--- src/rtl/pwr_stpclk_pkg.sv ---
package pwr_stpclk_pkg;

  typedef enum logic [2:0] {
    PS_NORMAL   = 3'd0,
    PS_HALT     = 3'd1,
    PS_HALT_SNP = 3'd2,
    PS_GRANT    = 3'd3,
    PS_GRANT_SNP = 3'd4,
    PS_SLEEP    = 3'd5
  } pstate_e;

  // clock stop granted: grant, grant-snoop, sleep
  function automatic logic is_stopped(pstate_e s);
    return (s == PS_GRANT) || (s == PS_GRANT_SNP) || (s == PS_SLEEP);
  endfunction

  // states where releasing the stop request is legal
  function automatic logic release_ok(pstate_e s);
    return (s == PS_GRANT) || (s == PS_GRANT_SNP);
  endfunction

  function automatic logic can_arm(pstate_e s);
    return (s == PS_NORMAL) || (s == PS_HALT) || (s == PS_HALT_SNP);
  endfunction

endpackage

--- src/rtl/pwr_grant_timer.sv ---
module pwr_grant_timer #(
  parameter int unsigned DELAY = 20
) (
  input  logic clk_i,
  input  logic rst_ni,
  input  logic start_i,
  input  logic abort_i,
  output logic expire_o
);
  localparam int unsigned CW = $clog2(DELAY + 1);

  logic [CW-1:0] cnt_q;
  logic          run_q;

  // count holds the number of edges since the start edge, expiry on the DELAY-th
  assign expire_o = run_q && (cnt_q == CW'(DELAY)) && !abort_i;

  always_ff @(posedge clk_i or negedge rst_ni) begin
    if (!rst_ni) begin
      run_q <= 1'b0;
      cnt_q <= '0;
    end else if (abort_i || expire_o) begin
      run_q <= 1'b0;
      cnt_q <= '0;
    end else if (start_i && !run_q) begin
      run_q <= 1'b1;
      cnt_q <= CW'(1);
    end else if (run_q) begin
      cnt_q <= cnt_q + CW'(1);
    end
  end
endmodule

--- src/rtl/pwr_seq_guard.sv ---
module pwr_seq_guard
  import pwr_stpclk_pkg::*;
(
  input  logic    clk_i,
  input  logic    rst_ni,
  input  logic    stop_req_ni,
  input  pstate_e state_i,
  output logic    seq_err_o
);
  logic stop_q;
  logic err_q;
  logic bad_release;

  assign bad_release = stop_req_ni && !stop_q && !release_ok(state_i);

  always_ff @(posedge clk_i or negedge rst_ni) begin
    if (!rst_ni) begin
      stop_q <= 1'b1;
      err_q  <= 1'b0;
    end else begin
      stop_q <= stop_req_ni;
      if (bad_release) err_q <= 1'b1;
    end
  end

  assign seq_err_o = err_q;
endmodule

--- src/rtl/pwr_event_latch.sv ---
module pwr_event_latch (
  input  logic clk_i,
  input  logic rst_ni,
  input  logic stopped_i,
  input  logic exit_i,
  input  logic binit_i,
  input  logic reset_ev_i,
  output logic binit_pend_o,
  output logic core_init_o
);
  logic held_q;
  logic pend_q;
  logic init_q;

  always_ff @(posedge clk_i or negedge rst_ni) begin
    if (!rst_ni) begin
      held_q <= 1'b0;
      pend_q <= 1'b0;
      init_q <= 1'b0;
    end else begin
      init_q <= reset_ev_i;
      pend_q <= exit_i && (held_q || (binit_i && stopped_i));
      if (exit_i)                    held_q <= 1'b0;
      else if (binit_i && stopped_i) held_q <= 1'b1;
    end
  end

  assign binit_pend_o = pend_q;
  assign core_init_o  = init_q;
endmodule

--- src/rtl/pwr_state_fsm.sv ---
module pwr_state_fsm
  import pwr_stpclk_pkg::*;
(
  input  logic    clk_i,
  input  logic    rst_ni,
  input  logic    stop_req_ni,
  input  logic    sleep_req_ni,
  input  logic    halt_i,
  input  logic    snoop_req_i,
  input  logic    snoop_done_i,
  input  logic    wake_i,
  input  logic    expire_i,
  output pstate_e state_o,
  output pstate_e state_next_o
);
  pstate_e state_q, state_d;
  logic    from_halt_q, from_halt_d;

  always_comb begin
    state_d     = state_q;
    from_halt_d = from_halt_q;
    case (state_q)
      PS_NORMAL: begin
        if (expire_i) begin
          state_d     = PS_GRANT;
          from_halt_d = 1'b0;
        end else if (halt_i) state_d = PS_HALT;
      end
      PS_HALT: begin
        if (expire_i) begin
          state_d     = PS_GRANT;
          from_halt_d = 1'b1;
        end else if (wake_i)      state_d = PS_NORMAL;
        else if (snoop_req_i)     state_d = PS_HALT_SNP;
      end
      PS_HALT_SNP: begin
        if (expire_i) begin
          state_d     = PS_GRANT_SNP;
          from_halt_d = 1'b1;
        end else if (snoop_done_i) state_d = PS_HALT;
      end
      PS_GRANT: begin
        if (stop_req_ni)       state_d = from_halt_q ? PS_HALT : PS_NORMAL;
        else if (!sleep_req_ni) state_d = PS_SLEEP;
        else if (snoop_req_i)  state_d = PS_GRANT_SNP;
      end
      PS_GRANT_SNP: if (snoop_done_i) state_d = PS_GRANT;
      PS_SLEEP:     if (sleep_req_ni) state_d = PS_GRANT;
      default:      state_d = PS_NORMAL;
    endcase
  end

  always_ff @(posedge clk_i or negedge rst_ni) begin
    if (!rst_ni) begin
      state_q     <= PS_NORMAL;
      from_halt_q <= 1'b0;
    end else begin
      state_q     <= state_d;
      from_halt_q <= from_halt_d;
    end
  end

  assign state_o      = state_q;
  assign state_next_o = state_d;
endmodule

--- src/rtl/pwr_stpclk_ctrl.sv ---
module pwr_stpclk_ctrl
  import pwr_stpclk_pkg::*;
#(
  parameter int unsigned GRANT_DELAY = 20
) (
  input  logic       clk_i,
  input  logic       rst_ni,
  input  logic       stop_req_ni,
  input  logic       sleep_req_ni,
  input  logic       halt_i,
  input  logic       snoop_req_i,
  input  logic       snoop_done_i,
  input  logic       ev_init_i,
  input  logic       ev_binit_i,
  input  logic       ev_intr_i,
  input  logic       ev_nmi_i,
  input  logic       ev_smi_i,
  input  logic       ev_reset_i,
  input  logic       sga_resp_i,
  output logic [2:0] state_o,
  output logic       grant_o,
  output logic       snoop_en_o,
  output logic       intr_en_o,
  output logic       binit_pend_o,
  output logic       core_init_o,
  output logic       seq_err_o
);
  pstate_e state, state_next;
  logic    expire, start, wake, stopped, exit_stop;

  assign wake      = ev_init_i | ev_binit_i | ev_intr_i | ev_nmi_i | ev_smi_i | ev_reset_i;
  assign start     = sga_resp_i && !stop_req_ni && can_arm(state);
  assign stopped   = is_stopped(state);
  assign exit_stop = stopped && !is_stopped(state_next);

  pwr_grant_timer #(.DELAY(GRANT_DELAY)) u_timer (
    .clk_i    (clk_i),
    .rst_ni   (rst_ni),
    .start_i  (start),
    .abort_i  (stop_req_ni),
    .expire_o (expire)
  );

  pwr_state_fsm u_fsm (
    .clk_i        (clk_i),
    .rst_ni       (rst_ni),
    .stop_req_ni  (stop_req_ni),
    .sleep_req_ni (sleep_req_ni),
    .halt_i       (halt_i),
    .snoop_req_i  (snoop_req_i),
    .snoop_done_i (snoop_done_i),
    .wake_i       (wake),
    .expire_i     (expire),
    .state_o      (state),
    .state_next_o (state_next)
  );

  pwr_seq_guard u_guard (
    .clk_i       (clk_i),
    .rst_ni      (rst_ni),
    .stop_req_ni (stop_req_ni),
    .state_i     (state),
    .seq_err_o   (seq_err_o)
  );

  pwr_event_latch u_evt (
    .clk_i        (clk_i),
    .rst_ni       (rst_ni),
    .stopped_i    (stopped),
    .exit_i       (exit_stop),
    .binit_i      (ev_binit_i),
    .reset_ev_i   (ev_reset_i),
    .binit_pend_o (binit_pend_o),
    .core_init_o  (core_init_o)
  );

  always_comb begin
    snoop_en_o = 1'b1;
    intr_en_o  = 1'b1;
    case (state)
      PS_HALT_SNP, PS_GRANT_SNP: intr_en_o = 1'b0;
      PS_SLEEP: begin
        snoop_en_o = 1'b0;
        intr_en_o  = 1'b0;
      end
      default: ;
    endcase
  end

  assign state_o = state;
  assign grant_o = stopped;
endmodule

--- config.mk ---
export PLATFORM = sky130hd
export DESIGN_NAME = pwr_stpclk_ctrl
export DESIGN_NICKNAME = d
export VERILOG_FILES = /design/src/rtl/pwr_stpclk_pkg.sv /design/src/rtl/pwr_grant_timer.sv /design/src/rtl/pwr_seq_guard.sv /design/src/rtl/pwr_event_latch.sv /design/src/rtl/pwr_state_fsm.sv /design/src/rtl/pwr_stpclk_ctrl.sv
export SDC_FILE = /design/constraint.sdc
export NUM_CORES = 1
export LEC_CHECK = 0
export BUFFER_PORTS_ARGS = -buffer_cell sky130_fd_sc_hd__buf_4
export CORE_MARGIN = 8
export CORE_UTILIZATION = 50
export CTS_CLUSTER_SIZE = 20
export DETAILED_ROUTE_END_ITERATION = 10
export PLACE_DENSITY_LB_ADDON = 0.08
export SETUP_SLACK_MARGIN = 0.02
export SLEW_MARGIN = 10
export SYNTH_ARGS = -nofsm -noshare
export SYNTH_HDL_FRONTEND = slang
export SYNTH_HIERARCHICAL = 1
export SYNTH_SLANG_ARGS = --single-unit
--- constraint.sdc ---
create_clock -name clk_i -period 3.71 [get_ports clk_i]
set_input_delay 0.1855 -clock clk_i [delete_from_list [all_inputs] [get_ports clk_i]]
set_output_delay 0.1855 -clock clk_i [all_outputs]
set_load 0.1 [all_outputs]
-- After elaboration in Yosys (flattened, before gate mapping)
Cells that the tools add are included.
W data, S select, Z words.
- RAM bits: 0
- ROM bits: 0
- output and inout port bits: 9
- memories kept: 0
- bits of input ports: 14
- bits in latches: 0
- bits in registers: 15
- muxes and demuxes: 26
- equality and inequality tests: 11
- reductions and logical operators: 31
- div/mod/pow operators: 0
- $add $sub $neg: 1
- multiply operators: 0
- shifts and indexed selects: 0
- $lt $le $gt $ge: 0
- bitwise logic cells: 5
- operators with widths (kind ; count):
    $mux W3 ; 12
    $pmux W3 S6 ; 1
    $mux W5 ; 3
    $eq A3 B3 Y1 const B ; 4
    $logic_and A1 B1 Y1 ; 10
    $eq A3 B2 Y1 const B ; 3
    $mux W1 ; 9
    $logic_or A1 B1 Y1 ; 8
    $reduce_bool A2 Y1 ; 3
    $add A5 B1 Y5 const B ; 1
    $eq A5 B5 Y1 const B ; 1
    $logic_not A1 Y1 ; 5
    $or A1 B1 Y1 ; 5
    $ne A2 B1 Y1 const B ; 2
    $eq A3 B1 Y1 const B ; 1
    $logic_not A3 Y1 ; 1
    $reduce_and A3 Y1 ; 1
    $reduce_bool A3 Y1 ; 1
    $reduce_or A3 Y1 ; 1
    $pmux W1 S2 ; 1
    $reduce_or A2 Y1 ; 1

-- Logic depth before layout (Yosys ltp)
Gate-level depths: netlist (run 1).
- depth in word-level cells: 14
- gate-level depth with buffers: 10
- gate-level depth less buffers: 10

-- By module
The synthesis (run 1) kept the hierarchy.
- by module, submodules not included (module ; instances ; area an instance (um^2) ; cells an instance):
    pwr_state_fsm ; 1 ; 349.1 ; 38
    pwr_grant_timer ; 1 ; 340.3 ; 36
    pwr_stpclk_ctrl ; 1 ; 98.8 ; 15
    pwr_event_latch ; 1 ; 93.8 ; 6
    pwr_seq_guard ; 1 ; 81.3 ; 6

-- Worst setup path before layout (run 1)
OpenSTA, ideal clock, no wires.
- path type: reg-to-output
- start point: reg u_fsm.state_q[2], in the netlist u_fsm/state_o[2]
- end point: out intr_en_o
- required time: 3.524 ns
- path slack: 1.055 ns
- stages on the path, launching flop included: 3
- data arrival time: 2.470 ns
- cell sequence: dfrtp_1 nor3b_1 nor2_1
- longest elaborated chain between the ends: 3
- RTL lines (element ; line ; source):
    start: declaration ; pwr_state_fsm.sv:16 ; pstate_e state_q, state_d;
    start signal: assignment ; pwr_state_fsm.sv:58 ; state_q <= state_d;
    $eq A3 B2 Y1 / $eq A3 B3 Y1 (equally long branches) ; pwr_stpclk_ctrl.sv:80 ; case (state)
    $reduce_or A3 Y1 (no source line) (*) ; n/a ;
    $mux W1 (*) ; pwr_stpclk_ctrl.sv:80 ;
    end: declaration ; pwr_stpclk_ctrl.sv:23 ; output logic intr_en_o,
Every way passes the cells marked *; elsewhere a longest branch is shown, timed or not.

-- Worst setup path in the final report (run 1)
- start point: reg u_timer.run_q
- end point: reg u_evt.pend_q, in the netlist u_evt/binit_pend_o
- longest elaborated chain between the ends: 10
- RTL lines (element ; line ; source):
    start: declaration ; pwr_grant_timer.sv:13 ; logic run_q;
    start signal: assignment ; pwr_grant_timer.sv:20 ; run_q <= 1'b0;
    start signal: assignment ; pwr_grant_timer.sv:23 ; run_q <= 1'b0;
    start signal: assignment ; pwr_grant_timer.sv:26 ; run_q <= 1'b1;
    $logic_and A1 B1 Y1 (*) (2 in series) ; pwr_grant_timer.sv:16 ; assign expire_o = run_q && (cnt_q == CW'(DELAY)) && !abort_i;
    named net expire ; pwr_stpclk_ctrl.sv:29 ; logic expire, start, wake, stopped, exit_stop;
    $mux W3 (on tied branches) ; pwr_state_fsm.sv:37, pwr_state_fsm.sv:24, pwr_state_fsm.sv:30 ;
    $pmux W3 S6 (*) ; pwr_state_fsm.sv:22 ; case (state_q)
    named net state_next[2] ; pwr_stpclk_ctrl.sv:28 ; pstate_e state, state_next;
    $eq A3 B2 Y1 / $eq A3 B3 Y1 (equally long branches) ; pwr_stpclk_pkg.sv:14 ; return (s == PS_GRANT) || (s == PS_GRANT_SNP) || (s == PS_SLEEP);
    $logic_or A1 B1 Y1 ; pwr_stpclk_pkg.sv:14 ;
    $logic_or A1 B1 Y1 (*) ; pwr_stpclk_pkg.sv:14 ;
    $logic_not A1 Y1 (*) ; pwr_stpclk_ctrl.sv:34 ; assign exit_stop = stopped && !is_stopped(state_next);
    $logic_and A1 B1 Y1 (*) ; pwr_stpclk_ctrl.sv:34 ;
    named net exit_stop ; pwr_stpclk_ctrl.sv:29 ;
    $logic_and A1 B1 Y1 (*) ; pwr_event_latch.sv:22 ; pend_q <= exit_i && (held_q || (binit_i && stopped_i));
    end signal: assignment ; pwr_event_latch.sv:22 ;
    end: declaration ; pwr_event_latch.sv:12 ; logic pend_q;
Mark *: on every way through the listed nets, which the timed path passes. The rest lies on a longest branch.
A chain may end at the register's enable or synchronous reset.

==> metrics.md, run 1 <==
| Metric | Value |
|---|---|
| Outcome | finished, final reports clean |
| HP Start | stop_req_ni |
| Clk slew on worst S/H paths | 0.09 ns |
| Clock Latency Late Sink | 0.29 ns |
| CTS root buf | clkbuf_4 |
| Leakage | 0.511 nW |
| Setup TNS | 0 ns |
| HPWL Detailed | 1640 µm |
| Most used cell, CP | nor2b_1 |
| Via-to-Cell Ratio | 5.78 |
| Hold Violations, Final | 0 |
| CP peak stage delay | 0.52 ns |
| DP Area | 0.00114 mm² |
| Synthesized area | 963 µm² |
| Crit path cell chain | nor2b_1 -> nand4_1 -> nor2_1 -> nor3b_1 -> a221o_1 -> and3b_1 -> a211oi_2 -> nor2b_1 |
| Die Footprint | 0.00359 mm² |
| Tcrit/Tclk final | 65.8% |
| Total CTS buffers | 3 |
| Final Util | 63.0% |
| Net count, final | 143 |
| Htree depth | 1 |
| Mapped Nets | 117 |
| Initial Util | 51.2% |
| Total Routing Usage GR | 12.5% |
| RSZ-0062 raised after global routing | no |
| Worst r2r src | u_timer/run_q |
| Rows | 16 |
| Setup Viol. Count Final | 0 |
| CP Max Fanout | 11 |
| Commonest non-fill, non-tap cell in the layout | buf_4 |
| First-pass GRT wire length | 3400 µm |
| PD cells | 383 mW/mm² |
| # diodes | 0 |
| Post-route ant nets | 0 |
| Fmax | 410 MHz |
| CTS sink count | 15 |
| Share of cells above drive strength 1 | 31.0% |
| Routability cong. | 0.832 |
| Critical path class | reg -> reg |
| Die Wd | 59.9 µm |
| Clk buf depth | 2 |
| Relative slew slack | 62.5% |
| Synth area leaders | dfrtp_1 36%, nor2b_1 4.5%, nor2_1 3.5% |
| Avg Cell Area, Syn | 9.54 µm² |
| Routed vias | 884 |
| # DRC | 0 |
| Post-route design area | 0.00118 mm² |
| I/O pin cnt | 23 |
| Number of synthesis warnings | 6 |
| Crit. End Element | flip-flop |
| Critical path's top delay family | simple AND/OR/NAND/NOR gates |
| Worst vdd ir | 0.259 mV |
| Number of global-route vias before repair | 750 |
| Slowest CP cell | dfrtp_1 |
| CP Launch Point | u_timer/run_q |
| Die Ht | 59.9 µm |
| Distinct cells, synth | 39 |
| Req. time, crit path | 3.93 ns |
| Tmin final | 2.44 ns |
| CORE AREA | 0.00188 mm² |
| Hold_buf cts | 1 |
| Post-DR wirelength/cell | 14.4 µm |
| Gates resized, CTS repair | 0 |
| Post-synthesis sequential area ratio | 39.1% |
| Port bufs | 22 |
| Arr. time, crit path | 2.66 ns |
| Routed wire length | 2210 µm |
| Min-delay worst type | in -> reg |
| Setup ws final | 1.27 ns |
| Worst Path Buf+Inv | 0 |
| Gr ovfl total | 0 |
| Share of Yosys cell area claimed by the top area cell type | 36.4% |
| Final slew viol count | 0 |
| Area grow syn2layout | 23.0% |
| Worst-margin pin slew | 0.563 ns |
| Drt first pass iters | 4 |
| Crit start category | flip-flop |
| Worst Skew | 0.00327 ns |
| Pre-CTS WS | 1.30 ns |
| Initial DRC count | 50 |
| Maxcap violations | 0 |
| Commonest non-fill, non-tap cells in the layout | 22 x buf_4, 14 x dfrtp_1, 9 x nor2_1, 8 x nand2_1 |
| Post-CTS setup repair buffer count | 0 |
| Yosys reg bits | 15 |
| Initial antenna violation count | 0 |
| CTS tree | built |
| Largest area contributor in the netlist | dfrtp_1 |
| Largest net degree at the start of global routing | 20 |
| Synth Instances | 101 |
-- synth_stat cells (all sizes together) --
cell and n:
o2111ai 2, o22ai 1, dfrtp 14, ha 2
a221o 1, o21ai 3, nand2 8, nand3b 3
nor2 9, or3b 3, nor3 2, nor4 1
nor3b 4, nand4 3, o221ai 1, or2b 1
and4bb 1, a2111oi 1, a31oi 3, inv 7
nand3 5, nand2b 1, a211oi 2, and2b 2
a41o 2, dfstp 1, buf 3, o21ba 1
a21oi 4, and3b 1, nor2b 7, mux2 1
nor4b 1
-- power breakdown --
part           leakage (nW)  switching (W)  internal, W
clock                0.0150      0.0000537    0.0000418
combinational         0.303      0.0000899    0.0000539
sequential            0.193      0.0000368     0.000178
total                 0.511       0.000180     0.000274
-- per-layer routing --
layer  vias up  routed length, µm  GRT usage (%)
met4         0                 26           5.10
li1        422                  -              -
met2        39               1030           18.8
met1       419                979           16.0
met5         -                  0              0
met3         4                169           4.09
-- worst paths after layout --
| kind | to | slack, ns | cells past startpoint |
|---|---|---|---|
| setup reg to reg | u_evt/binit_pend_o | 1.27 | 8 |
| min in group asynchronous | u_fsm/state_o[0] | 0.29 | 2 |
| hold / removal | u_guard/stop_q | 0.05 | 1 |
| hold reg to reg | u_guard/seq_err_o | 0.49 | 1 |
| max in group asynchronous | u_guard/stop_q | 3.18 | 2 |
| setup / recovery | u_evt/binit_pend_o | 1.27 | 8 |
-- per-stage QoR --
| stage | std cells | hold slack [ns] | power [W] |
|---|---|---|---|
| 6_report | 153 | 0.0476 | 0.000454 |
| 4_1_cts | 152 | 0.00684 | 0.000457 |
| 3_3_place_gp | 147 | 0.0494 | 0.000359 |
| 3_5_place_dp | 147 | 0.0505 | 0.000361 |
| 5_1_grt | 153 | 0.0365 | 0.000472 |
| 2_1_floorplan | 101 | -0.110 | 0.000329 |
-- cell type report --
cell class,instances,area (µm²)
Sequential cell,15,377
Inverter,7,26.3
Fill cell,173,697
Tap cell,27,33.8
Timing Repair Buffer,24,185
Clock buffer,4,26.3
Multi-Input combinational cell,76,537
-- state kept, by name, indices dropped and copies added (netlist names) --
signal / flops
u_evt/binit_pend_o: 1
u_evt/core_init_o: 1
u_evt/held_q: 1
u_fsm/from_halt_q: 1
u_fsm/state_o: 3
u_guard/seq_err_o: 1
u_guard/stop_q: 1
u_timer/cnt_q: 5
u_timer/run_q: 1
-- kinds of logic after synthesis --
| group | count (synthesis) | share of synthesized area, % |
|---|---|---|
| flops | 15 | 39.1 |
| buf+inv | 10 | 5.20 |
| mux | 1 | 1.56 |
| compound gates | 21 | 19.1 |
| simple gates | 52 | 32.5 |
| fa+ha+maj | 2 | 2.60 |
Note: power is estimated with default switching activity, not from simulation.
==> run 2: changes to the inputs <==
Clock period 3.71 ns to 2.27 ns, I/O delays scaled along.
==> metrics.md, run 2 (synthesized netlist as in run 1, its figures left out) <==
| Metric | Value |
|---|---|
| Total CTS buffers | 3 |
| Die Footprint | 0.00359 mm² |
| FF+latch area | 380 µm² |
| # diodes | 0 |
| Final slew viol count | 0 |
| Dpl cells | 149 |
| Largest Register | u_timer/cnt_q |
| Clk buf depth | 2 |
| First-pass GRT wire length | 3770 µm |
| Critical path class | reg -> reg |
| Maxcap violations | 0 |
| Arr. time, crit path | 2.28 ns |
| PD cells | 608 mW/mm² |
| Crit path cell chain | inv_1 -> ha_1 -> nand4_1 -> nor2_2 -> or3b_1 -> o22ai_2 -> o221ai_2 -> and3b_1 -> a211oi_2 -> nor2b_1 |
| CP peak stage delay | 0.43 ns |
| Setup Viol. Count Final | 0 |
| Post-DR wirelength/cell | 14.3 µm |
| Htree depth | 1 |
| Worst Skew | 0.0124 ns |
| Worst Path Buf+Inv | 1 |
| CTS sink count | 15 |
| DP Area | 0.00116 mm² |
| RSZ-0062 raised after global routing | no |
| Initial Util | 51.2% |
| Net count, final | 146 |
| Tcrit/Tclk final | 90.6% |
| Worst vdd ir | 0.365 mV |
| Die Ht | 59.9 µm |
| Area grow syn2layout | 27.1% |
| CORE AREA | 0.00188 mm² |
| Commonest non-fill, non-tap cells in the layout | 24 x buf_4, 11 x dfrtp_1, 8 x nand2_1 |
| Req. time, crit path | 2.49 ns |
| Critical path's top delay family | simple AND/OR/NAND/NOR gates |
| Drt first pass iters | 4 |
| Multi-input gate area | 547 µm² |
| Initial antenna violation count | 0 |
| Worst-margin pin slew | 0.407 ns |
| Rows | 16 |
| HPWL Detailed | 1670 µm |
| Max reg flops | 5 |
| Port bufs | 22 |
| Hold Path End | u_evt/held_q |
| CP Max Fanout | 8 |
| Pwr Total | 0.000745 W |
| Leakage | 0.527 nW |
| Non-filler cells, final | 156 |
| Number of fill cells in the layout | 167 |
| CTS root buf | clkbuf_4 |
| Tmin final | 2.06 ns |
| Post-CTS setup repair buffer count | 0 |
| Total Routing Usage GR | 13.5% |
| Via-to-Cell Ratio | 5.34 |
| Clk slew on worst S/H paths | 0.10 ns |
| Setup TNS | 0 ns |
| Reg-to-reg endpoint | u_evt/binit_pend_o |
| Fmax | 486 MHz |
| Routability cong. | 0.908 |
| Crit start category | flip-flop |
| HP Start | ev_binit_i |
| Setup slack, reg-to-reg | 0.21 ns |
| Worst reg2reg path depth | 10 |
| CTS tree | built |
| Largest net degree at the start of global routing | 20 |
| CP Launch Point | u_timer/cnt_q[1] |
| Relative slew slack | 72.8% |
| Die Wd | 59.9 µm |
| Slowest CP cell | dfrtp_1 |
| Number of global-route vias before repair | 851 |
| Clock Latency Late Sink | 0.28 ns |
| Share of cells above drive strength 1 | 37.2% |
| Min-Delay Path Depth | 3 |
| Commonest non-fill, non-tap cell in the layout | buf_4 |
| Outcome | finished, final reports clean |
| Hold Violations, Final | 0 |
| Gr ovfl total | 0 |
| Post-route design area | 0.00122 mm² |
| Min-delay worst type | in -> reg |
| Initial DRC count | 23 |
| Crit. End Element | flip-flop |
| # DRC | 0 |
| I/O pin cnt | 23 |
| Worst r2r src | u_timer/cnt_q[1] |
| Routed wire length | 2230 µm |
| Routed vias | 833 |
| Post-route ant nets | 0 |
==> run 2: metrics by stage <==
step	setup WS (ns)	hold slack, ns	utilization (%)
floorplan	0.208	-0.182	-
global placement	0.136	-0.0227	61.6
detailed placement	0.0925	-0.0208	61.6
CTS	0.0725	0.0857	64.7
global route	0.0406	0.0969	65.1
finish	0.214	0.0848	65.1
==> run 2: power by group <==
group	total (W)	switching, W	leakage, nW	internal (W)
clock network	0.000150	0.0000849	0.0177	0.0000652
logic	0.000246	0.000153	0.320	0.0000935
registers	0.000349	0.0000552	0.189	0.000294
==> run 2: how the worst max path moves through the flow <==
stage	end	cells past startpoint
2_1_floorplan	u_evt/binit_pend_o	4
3_3_place_gp	u_evt/binit_pend_o	9
3_5_place_dp	u_evt/binit_pend_o	9
4_1_cts	u_evt/binit_pend_o	8
5_1_grt	u_evt/binit_pend_o	9
6_report	u_evt/binit_pend_o	10
==> run 2: routing by layer <==
metal,routed length [µm],vias up,global-route usage [%]
met4,12,0,4.08
met3,89,2,2.80
met1,958,384,15.9
met5,0,-,0
li1,-,424,-
met2,1170,23,23.8
==> run 2: cell type report <==
cell class / count / share of cell area, %
inverter: 7 / 2.15
multi-input combinational: 76 / 44.6
tap: 27 / 2.76
timing repair buffer: 27 / 17.2
sequential: 15 / 31.1
clock buffer: 3 / 1.84
clock inverter: 1 / 0.409
==> run 2: worst reg2reg max path, stage by stage (launching register included) <==
cell	delay, ns
dfrtp_1	0.43
inv_1	0.07
ha_1	0.20
nand4_1	0.11
nor2_2	0.08
or3b_1	0.37
o22ai_2	0.11
o221ai_2	0.12
and3b_1	0.20
a211oi_2	0.16
nor2b_1	0.15
==> run 2: repair_timing <==
| item | in CTS | in global routing |
|---|---|---|
| hold endpoints to repair | 17 | 0 |
| setup endpoints to repair | 0 | 2 |
| resized for setup | 0 | 2 |
| hold buffers | 3 | 0 |
==> run 3: changes to the inputs <==
==> constraint.sdc (replaced) <==
create_clock -name clk_i -period 2.27 [get_ports clk_i]
set_input_delay 0.5675 -clock clk_i [delete_from_list [all_inputs] [get_ports clk_i]]
set_output_delay 0.5675 -clock clk_i [all_outputs]
set_load 0.1 [all_outputs]
==> metrics.md, run 3 (synthesized netlist as in run 1, its figures left out) <==
| Metric | Value |
|---|---|
| Worst r2r src | u_timer/cnt_q[1] |
| Worst Skew | 0.00777 ns |
| Total CTS buffers | 3 |
| # DRC | 0 |
| Clock Latency Late Sink | 0.28 ns |
| HPWL Detailed | 1660 µm |
| I/O pin cnt | 23 |
| Routed wire length | 2250 µm |
| Initial Util | 51.2% |
| CP Launch Point | u_timer/cnt_q[1] |
| Largest Register | u_timer/cnt_q |
| Routed vias | 874 |
| RSZ-0062 raised after global routing | no |
| Final slew viol count | 0 |
| Routability cong. | 0.862 |
| Area grow syn2layout | 25.7% |
| PD cells | 615 mW/mm² |
| Net count, final | 144 |
| CTS sink count | 15 |
| Die Footprint | 0.00359 mm² |
| CTS root buf | clkbuf_4 |
| Largest net degree at the start of global routing | 20 |
| Fmax | 470 MHz |
| Arr. time, crit path | 2.33 ns |
| Tcrit/Tclk final | 93.7% |
| Clk pwr share | 19.9% |
| Number of global-route vias before repair | 854 |
| Die Wd | 59.9 µm |
| Worst reg2reg path depth | 10 |
| Initial DRC count | 20 |
| Maxcap violations | 0 |
| Tmin final | 2.13 ns |
| Gr ovfl total | 0 |
| Setup Viol. Count Final | 0 |
| Sw Share | 39.3% |
| Port bufs | 22 |
| Min-delay worst type | in -> async |
| # diodes | 0 |
| Die Ht | 59.9 µm |
| Htree depth | 1 |
| Cell-internal power | 0.000452 W |
| Total Routing Usage GR | 13.2% |
| Comb pwr share | 33.0% |
| Non-filler cells, final | 154 |
| Clk buf depth | 2 |
| Post-route ant nets | 0 |
| Reg-to-reg endpoint | u_evt/binit_pend_o |
| Psw | 0.000293 W |
| Worst vdd ir | 0.625 mV |
| Setup slack, reg-to-reg | 0.14 ns |
| Req. time, crit path | 2.48 ns |
| Critical path class | reg -> reg |
| Initial antenna violation count | 0 |
| Crit start category | flip-flop |
| Commonest non-fill, non-tap cell in the layout | buf_4 |
| Post-CTS setup repair buffer count | 0 |
| Via-to-Cell Ratio | 5.68 |
| Worst-margin pin slew | 0.420 ns |
| Crit. End Element | flip-flop |
| Dpl cells | 150 |
| Share of cells above drive strength 1 | 37.8% |
| CP Max Fanout | 8 |
| Drt first pass iters | 4 |
| Rows | 16 |
| Hold Violations, Final | 0 |
| Seq pwr share | 47.2% |
| Commonest non-fill, non-tap cells in the layout | 25 x buf_4, 11 x dfrtp_1, 8 x nand2_1 |
| CTS tree | built |
| Setup TNS | 0 ns |
| Max reg flops | 5 |
| Post-DR wirelength/cell | 14.6 µm |
| Clk slew on worst S/H paths | 0.09 ns |
| Outcome | finished, final reports clean |
| Leakage | 0.519 nW |
| Setup crit end | u_evt/binit_pend_o |
| Relative slew slack | 72.0% |
| CORE AREA | 0.00188 mm² |
| First-pass GRT wire length | 3780 µm |
[run 3: critical path, stage by stage (launching register included)]
cell	delay [ns]
dfrtp_1	0.41
inv_1	0.06
ha_1	0.20
nand4_1	0.14
nor2_4	0.08
or3b_1	0.36
o22ai_2	0.13
o221ai_2	0.12
and3b_1	0.20
a211oi_2	0.18
nor2b_1	0.16
[run 3: power groups by stage]
| stage | Combinational [W] | Clock, W | Sequential, W |
|---|---|---|---|
| final | 0.000245 | 0.000148 | 0.000351 |
| after global placement | 0.000243 | 0 | 0.000353 |
| after detailed placement | 0.000245 | 0 | 0.000354 |
| after floorplan | 0.000136 | 0 | 0.000403 |
| after CTS | 0.000246 | 0.000153 | 0.000349 |
| after global routing | 0.000259 | 0.000168 | 0.000359 |
[run 3: final cells by class]
cell class,instances,area (µm²)
Tap cell,27,33.8
Fill cell,186,671
Sequential cell,15,380
Inverter,7,26.3
Timing Repair Buffer,25,188
Clock buffer,4,26.3
Multi-Input combinational cell,76,557
[run 3: layer usage]
metal | global-route usage [%] | wire [µm] | share of wire [%] | up-vias
met3 | 6.88 | 232 | 10 | 4
met4 | 2.38 | 18 | 0.80 | 0
li1 | - | - | - | 423
met5 | 0 | 0 | 0 | -
met1 | 16.6 | 964 | 43 | 406
met2 | 19.5 | 1030 | 46 | 41
[run 3: repair_timing]
item	in CTS	in global routing
gates cloned	0	0
gates resized for setup	1	3
setup endpoints to repair	1	2
hold buffers	0	0
pin swaps	0	1
[run 3: worst min-delay path by stage]
stage / start / endpoint / slack (ns) / cells past startpoint
2_1_floorplan: rst_ni / u_evt/binit_pend_o / 0.27 / 0
3_3_place_gp: rst_ni / u_timer/cnt_q[2] / 0.43 / 1
3_5_place_dp: rst_ni / u_timer/cnt_q[4] / 0.43 / 1
4_1_cts: rst_ni / u_timer/run_q / 0.13 / 1
5_1_grt: rst_ni / u_timer/cnt_q[2] / 0.12 / 1
6_report: rst_ni / u_timer/run_q / 0.12 / 1
[run 3: per-stage QoR]
step	setup WS [ns]	instance area, µm²	hold WS [ns]	utilization [%]	total power (W)
after floorplan	0.0343	975	0.272	-	0.000539
final	0.143	1210	0.124	64.4	0.000745
after global placement	0.152	1170	0.432	62.3	0.000596
after CTS	0.115	1200	0.128	63.8	0.000748
after detailed placement	0.0704	1170	0.433	62.3	0.000599
after global routing	0.0229	1210	0.124	64.4	0.000786
